## src/rtl/sv39w_pkg.sv

```systemverilog
`timescale 1ns/1ps
package sv39w_pkg;
    localparam int VA_W     = 39;
    localparam int PA_W     = 56;
    localparam int PPN_W    = 44;
    localparam int OFF_W    = 12;
    localparam int VPN_W    = 9;
    localparam int LEVELS   = 3;
    localparam int PTE_W    = 64;
    localparam int LVL_W    = $clog2(LEVELS);
    localparam int ATTR_W   = 10;
    localparam int NAPOT_BITS = 4;
    localparam int ENTRY_SHIFT = 3;
    localparam logic [3:0] MODE_SV39 = 4'd8;
    localparam logic [NAPOT_BITS-1:0] NAPOT_TAG = 4'b1000;

    typedef struct packed {
        logic             n;
        logic [8:0]       rsvd;
        logic [PPN_W-1:0] ppn;
        logic [1:0]       rsw;
        logic             d;
        logic             a;
        logic             g;
        logic             u;
        logic             x;
        logic             w;
        logic             r;
        logic             v;
    } pte_t;

    typedef enum logic [1:0] {
        ST_IDLE,
        ST_MREQ,
        ST_MWAIT,
        ST_RESP
    } walk_state_e;

    typedef struct packed {
        logic              fault;
        logic              descend;
        logic [PPN_W-1:0]  next_ppn;
        logic [PA_W-1:0]   paddr;
        logic [ATTR_W-1:0] flags;
    } verdict_t;

    function automatic logic [VPN_W-1:0] vpn_of(input logic [VA_W-1:0] va,
                                               input logic [LVL_W-1:0] lvl);
        logic [VPN_W-1:0] s;
        s = '0;
        for (int i = 0; i < LEVELS; i++) begin
            if (lvl == LVL_W'(i)) s = va[OFF_W + i*VPN_W +: VPN_W];
        end
        return s;
    endfunction
endpackage

```

## src/rtl/sv39w_entry_addr.sv

```systemverilog
`timescale 1ns/1ps
module sv39w_entry_addr
    import sv39w_pkg::*;
(
    input  logic [PPN_W-1:0] base_ppn,
    input  logic [VA_W-1:0]  vaddr,
    input  logic [LVL_W-1:0] level,
    output logic [PA_W-1:0]  entry_addr
);
    localparam int IDX_PAD = PA_W - VPN_W - ENTRY_SHIFT;

    logic [VPN_W-1:0] idx;

    always_comb begin
        idx        = vpn_of(vaddr, level);
        entry_addr = {base_ppn, {OFF_W{1'b0}}}
                   + {{IDX_PAD{1'b0}}, idx, {ENTRY_SHIFT{1'b0}}};
    end
endmodule

```

## src/rtl/sv39w_pte_eval.sv

```systemverilog
`timescale 1ns/1ps
module sv39w_pte_eval
    import sv39w_pkg::*;
(
    input  logic [PTE_W-1:0] pte_raw,
    input  logic [LVL_W-1:0] level,
    input  logic [VA_W-1:0]  vaddr,
    input  logic             is_store,
    input  logic             smode,
    input  logic             sum,
    output verdict_t         verdict
);
    pte_t p;
    logic leaf;
    logic napot;
    logic bad;
    logic [PA_W-1:0] pa_plain;
    logic [PA_W-1:0] pa_napot;

    always_comb begin
        p     = pte_t'(pte_raw);
        leaf  = p.r | p.w | p.x;
        napot = p.n && (p.ppn[NAPOT_BITS-1:0] == NAPOT_TAG);
        bad   = !p.v || (p.w && !p.r) || (p.rsvd != '0);
        if (!leaf) begin
            bad = bad || p.n || (level == '0);
        end else begin
            bad = bad || (level != '0) || (p.n && !napot) || !p.a;
            bad = bad || (is_store ? (!p.w || !p.d) : !p.r);
            bad = bad || (p.u ? (smode && !sum) : !smode);
        end

        pa_plain = {p.ppn, vaddr[OFF_W-1:0]};
        pa_napot = {p.ppn[PPN_W-1:NAPOT_BITS],
                    vaddr[OFF_W +: NAPOT_BITS], vaddr[OFF_W-1:0]};

        verdict.fault    = bad;
        verdict.descend  = !bad && !leaf;
        verdict.next_ppn = p.ppn;
        verdict.paddr    = bad ? '0 : (napot ? pa_napot : pa_plain);
        verdict.flags    = bad ? '0 : pte_raw[ATTR_W-1:0];
    end
endmodule

```

## src/rtl/sv39_walker.sv

```systemverilog
`timescale 1ns/1ps
module sv39_walker
    import sv39w_pkg::*;
(
    input  logic              clk,
    input  logic              rst,
    input  logic              req_valid,
    output logic              req_ready,
    input  logic [VA_W-1:0]   req_vaddr,
    input  logic              req_store,
    input  logic              req_smode,
    input  logic              req_sum,
    input  logic [3:0]        satp_mode,
    input  logic [PPN_W-1:0]  satp_root_ppn,
    output logic              mem_req_valid,
    input  logic              mem_req_ready,
    output logic [PA_W-1:0]   mem_req_addr,
    input  logic              mem_rsp_valid,
    input  logic [PTE_W-1:0]  mem_rsp_data,
    output logic              rsp_valid,
    output logic              rsp_fault,
    output logic [PA_W-1:0]   rsp_paddr,
    output logic [ATTR_W-1:0] rsp_flags
);
    localparam logic [LVL_W-1:0] TOP_LVL = LVL_W'(LEVELS - 1);

    walk_state_e       state_q;
    logic [LVL_W-1:0]  level_q;
    logic [PPN_W-1:0]  base_q;
    logic [VA_W-1:0]   va_q;
    logic              store_q;
    logic              smode_q;
    logic              sum_q;
    logic              fault_q;
    logic [PA_W-1:0]   paddr_q;
    logic [ATTR_W-1:0] flags_q;
    verdict_t          verdict;

    sv39w_entry_addr u_addr (
        .base_ppn   (base_q),
        .vaddr      (va_q),
        .level      (level_q),
        .entry_addr (mem_req_addr)
    );

    sv39w_pte_eval u_eval (
        .pte_raw  (mem_rsp_data),
        .level    (level_q),
        .vaddr    (va_q),
        .is_store (store_q),
        .smode    (smode_q),
        .sum      (sum_q),
        .verdict  (verdict)
    );

    always_ff @(posedge clk) begin
        if (rst) begin
            state_q <= ST_IDLE;
            level_q <= '0;
            base_q  <= '0;
            va_q    <= '0;
            store_q <= 1'b0;
            smode_q <= 1'b0;
            sum_q   <= 1'b0;
            fault_q <= 1'b0;
            paddr_q <= '0;
            flags_q <= '0;
        end else begin
            unique case (state_q)
                ST_IDLE: begin
                    if (req_valid) begin
                        va_q    <= req_vaddr;
                        store_q <= req_store;
                        smode_q <= req_smode;
                        sum_q   <= req_sum;
                        if (satp_mode == MODE_SV39) begin
                            level_q <= TOP_LVL;
                            base_q  <= satp_root_ppn;
                            state_q <= ST_MREQ;
                        end else begin
                            fault_q <= 1'b0;
                            paddr_q <= {{(PA_W-VA_W){1'b0}}, req_vaddr};
                            flags_q <= '0;
                            state_q <= ST_RESP;
                        end
                    end
                end
                ST_MREQ: begin
                    if (mem_req_ready) state_q <= ST_MWAIT;
                end
                ST_MWAIT: begin
                    if (mem_rsp_valid) begin
                        if (verdict.descend) begin
                            base_q  <= verdict.next_ppn;
                            level_q <= level_q - 1'b1;
                            state_q <= ST_MREQ;
                        end else begin
                            fault_q <= verdict.fault;
                            paddr_q <= verdict.paddr;
                            flags_q <= verdict.flags;
                            state_q <= ST_RESP;
                        end
                    end
                end
                ST_RESP: state_q <= ST_IDLE;
                default: state_q <= ST_IDLE;
            endcase
        end
    end

    assign req_ready     = (state_q == ST_IDLE);
    assign mem_req_valid = (state_q == ST_MREQ);
    assign rsp_valid     = (state_q == ST_RESP);
    assign rsp_fault     = fault_q;
    assign rsp_paddr     = paddr_q;
    assign rsp_flags     = flags_q;
endmodule

```

## config.mk

```make
export PLATFORM = sky130hd
export DESIGN_NAME = sv39_walker
export DESIGN_NICKNAME = d
export VERILOG_FILES = /design/src/rtl/sv39w_pkg.sv /design/src/rtl/sv39w_entry_addr.sv /design/src/rtl/sv39w_pte_eval.sv /design/src/rtl/sv39_walker.sv
export SDC_FILE = /design/constraint.sdc
export NUM_CORES = 1
export LEC_CHECK = 0
export ABC_AREA = 1
export BUFFER_PORTS_ARGS = -buffer_cell sky130_fd_sc_hd__buf_2
export CORE_UTILIZATION = 40
export DETAILED_ROUTE_END_ITERATION = 10
export MAX_ROUTING_LAYER = met4
export PLACE_DENSITY = 0.67
export SKIP_CTS_REPAIR_TIMING = 1
export SYNTH_ARGS = -nofsm -noshare
export SYNTH_HDL_FRONTEND = slang
export SYNTH_SLANG_ARGS = --single-unit
```

## constraint.sdc

```tcl
create_clock -name clk -period 3.75 [get_ports clk]
set_input_delay 0.1875 -clock clk [delete_from_list [all_inputs] [get_ports clk]]
set_output_delay 0.1875 -clock clk [all_outputs]
set_load 0.1 [all_outputs]
```

==> flow_metrics.tcl <==
set metrics [dict create \
    rows 50 \
    p_int_mw 4.11 \
    fin_crit_ns 2.67 \
    drc 0 \
    maxCapViolCount 0 \
    max_freq_mhz 374 \
    gr-max-usage-layer "met2" \
    postSynthCellCount 1210 \
    met3_usage 0.0574 \
    grt.overflow.total 0 \
    slew_headroom 0.328 \
    worst_pin_slew_ns 1.01 \
    seqPwrFrac 0.241 \
    cp.arrival_ns 3.04 \
    wl_um 24700 \
    cts_root_buf "clkbuf_16" \
    syn_avg_cell_area_um2 6.33 \
    grt_pass1_wl_um 38500 \
    syn_area_mm2 0.00765 \
    ys_seq_area_frac 0.411 \
    track_usage 0.256 \
    grt.met2_usage 0.416 \
    area_growth_pct 26.3 \
    p_per_area_mw_per_mm2 1010 \
    synth_cell_types 25 \
    pwr-share-comb 0.589 \
    die_area_mm2 0.0197 \
    postLayoutSetupSlackWorst_ns 1.08 \
    h-tree-depth 4 \
    critPathRequiredTime_ns 4.11 \
    status "completed" \
    drt_pass1_iterations 6 \
    die_h_um 140 \
    vias 8241 \
    drtIter0Drc 476 \
    clockBufferDepth 2 \
    dp_slack_ns 1.17 \
    end_kind "register" \
    viasPerCell 4.86 \
    finalCritPeriodShare 0.713 \
    grt_pass1_vias 7390 \
    die_w_um 140 \
    dpl.hpwl_um 17300 \
    ys_warn_count 0 \
    layout-drive-gt1-share 0.232 \
    drv_slew 0 \
    cts_tree "yes" \
    drt-wirelength-per-cell_um 14.6 \
    antenna_found_initial 4 \
    grt_max_degree 95 \
    hp-class "primary input to register" \
    p_sw_mw 5.69 \
    clockPowerShare 0.170 \
    clock-sinks 157 \
    p_leak_nw 5.13 \
    nNetsFinal 1605 \
    ir_drop_uv 703 \
    gp_congestion 0.835 \
    cts_buffers 17 \
    finalSetupViolCount 0 \
    ios 285 \
    finClkSkew_ns 0.00889 \
    postRouteAntennaNets 0 \
    r2r_setup_slack_ns 1.08 \
    insertion_delay_ns 0.42 \
    finalSetupTns_ns 0 \
    hold_viol 0 \
    clk_pin_slew_worst_paths_ns 0.06 \
    crit_type "register to register" \
    initial_core_util 0.409 \
    grt_use_met1 0.319 \
    worstPathMaxFanout 87 \
    port_buffers 281 \
    ys_ff_latch 157 \
    start_kind "register" \
    netSwitchingFraction 0.581 \
    rsz0062_at_grt "false" \
    core_mm2 0.0187 \
]
[layer usage]
layer	share of wire	wire (um)
met1	0.44	10800
met2	0.47	11700
met3	0.074	1820
met4	0.013	331
met5	0	0
[sequential cells by signal, summed over array words and instances, names as in the netlist]
name,count
base_q,44
rsp_fault,1
rsp_flags,10
smode_q,1
store_q,1
sum_q,1
va_q,39
level_q,2
state_q,2
rsp_paddr,56
[power by group through the flow]
stage               clock (mW)  sequential [mW]  combinational (mW)
floorplan                    0             4.72                2.48
global placement             0             2.38                5.74
detailed placement           0             2.39                5.77
CTS                       1.70             2.36                5.78
global route              1.76             2.42                6.15
finish                    1.67             2.36                5.77
[cells in the mapped netlist, drive strengths merged]
library cell    n  area share
nand2         326        0.16
nor2          206        0.10
dfxtp         157        0.41
a21oi         131       0.086
inv           129       0.063
nand3         121       0.081
buf            49       0.037
o21ai          45       0.029
clkbuf         33       0.016
clkinv          3      0.0015
ha              3      0.0049
nand3b          2      0.0020
and2            1     0.00082
conb            1     0.00049
nand4           1     0.00082
nor3            1     0.00065
or2             1     0.00082
[worst paths after layout]
check,start,endpoint,cells after the start
hold / removal,req_store,store_q$_SDFFE_PP0P_,3
setup / recovery,state_q[1]$_SDFFE_PP0P_,base_q[3]$_SDFFE_PP0P_,10
hold reg to reg,sum_q$_SDFFE_PP0P_,sum_q$_SDFFE_PP0P_,2
setup reg to reg,state_q[1]$_SDFFE_PP0P_,base_q[3]$_SDFFE_PP0P_,10
[final cells by class]
type / instances / area, um^2
clock buffer: 22 / 474
fill: 1963 / 9040
multi-input combinational: 841 / 3630
inverter: 132 / 498
clock inverter: 9 / 86.3
timing repair buffer: 294 / 1530
sequential: 157 / 3140
tap: 234 / 293
antenna: 5 / 12.5
[worst max-delay path, stage by stage, from the launching register on]
cell,delay (ns)
dfxtp_1,0.66
inv_2,0.11
nor2_4,0.21
buf_4,0.45
inv_2,0.04
buf_4,0.37
o21ai_0,0.36
inv_1,0.07
nand3_1,0.08
nand2_1,0.07
nor2_1,0.07
[per-stage QoR]
stage	instance area, um^2	hold WS [ns]	std cells	util	power [mW]
2_1_floorplan	7660	0.343	1212	-	7.20
3_3_place_gp	9090	0.444	1658	0.486	8.13
3_5_place_dp	9090	0.449	1658	0.486	8.16
4_1_cts	9650	0.00423	1689	0.516	9.84
5_1_grt	9660	0.0328	1693	0.517	10.3
6_report	9670	0.0157	1694	0.517	9.80
[cells in the final DEF, fill, tap and decap left out, types with 3 or more instances in the layout]
cell,netlist,final
nand2_2,4,3
nor2_1,202,202
inv_2,3,4
conb_1,1,3
diode_2,0,5
nand3_1,120,120
ha_1,3,3
a21oi_1,131,130
nand2_1,322,322
dfxtp_1,157,157
buf_4,17,11
o21ai_0,45,45
clkbuf_16,0,17
clkinv_2,0,3
inv_1,126,125
buf_2,25,281
clkbuf_8,0,3
[logic make-up (layout without fill, tap and decap cells)]
kind of cell | count (synthesis) | count (layout) | share of synthesized area
simple gates | 659 | 659 | 0.351
buf+inv | 214 | 457 | 0.118
compound gates | 176 | 176 | 0.115
flops | 157 | 157 | 0.411
fa+ha+maj | 3 | 3 | 0.00490
other cells | 1 | 8 | 0.000490
Note: power is estimated with default switching activity, not from simulation.
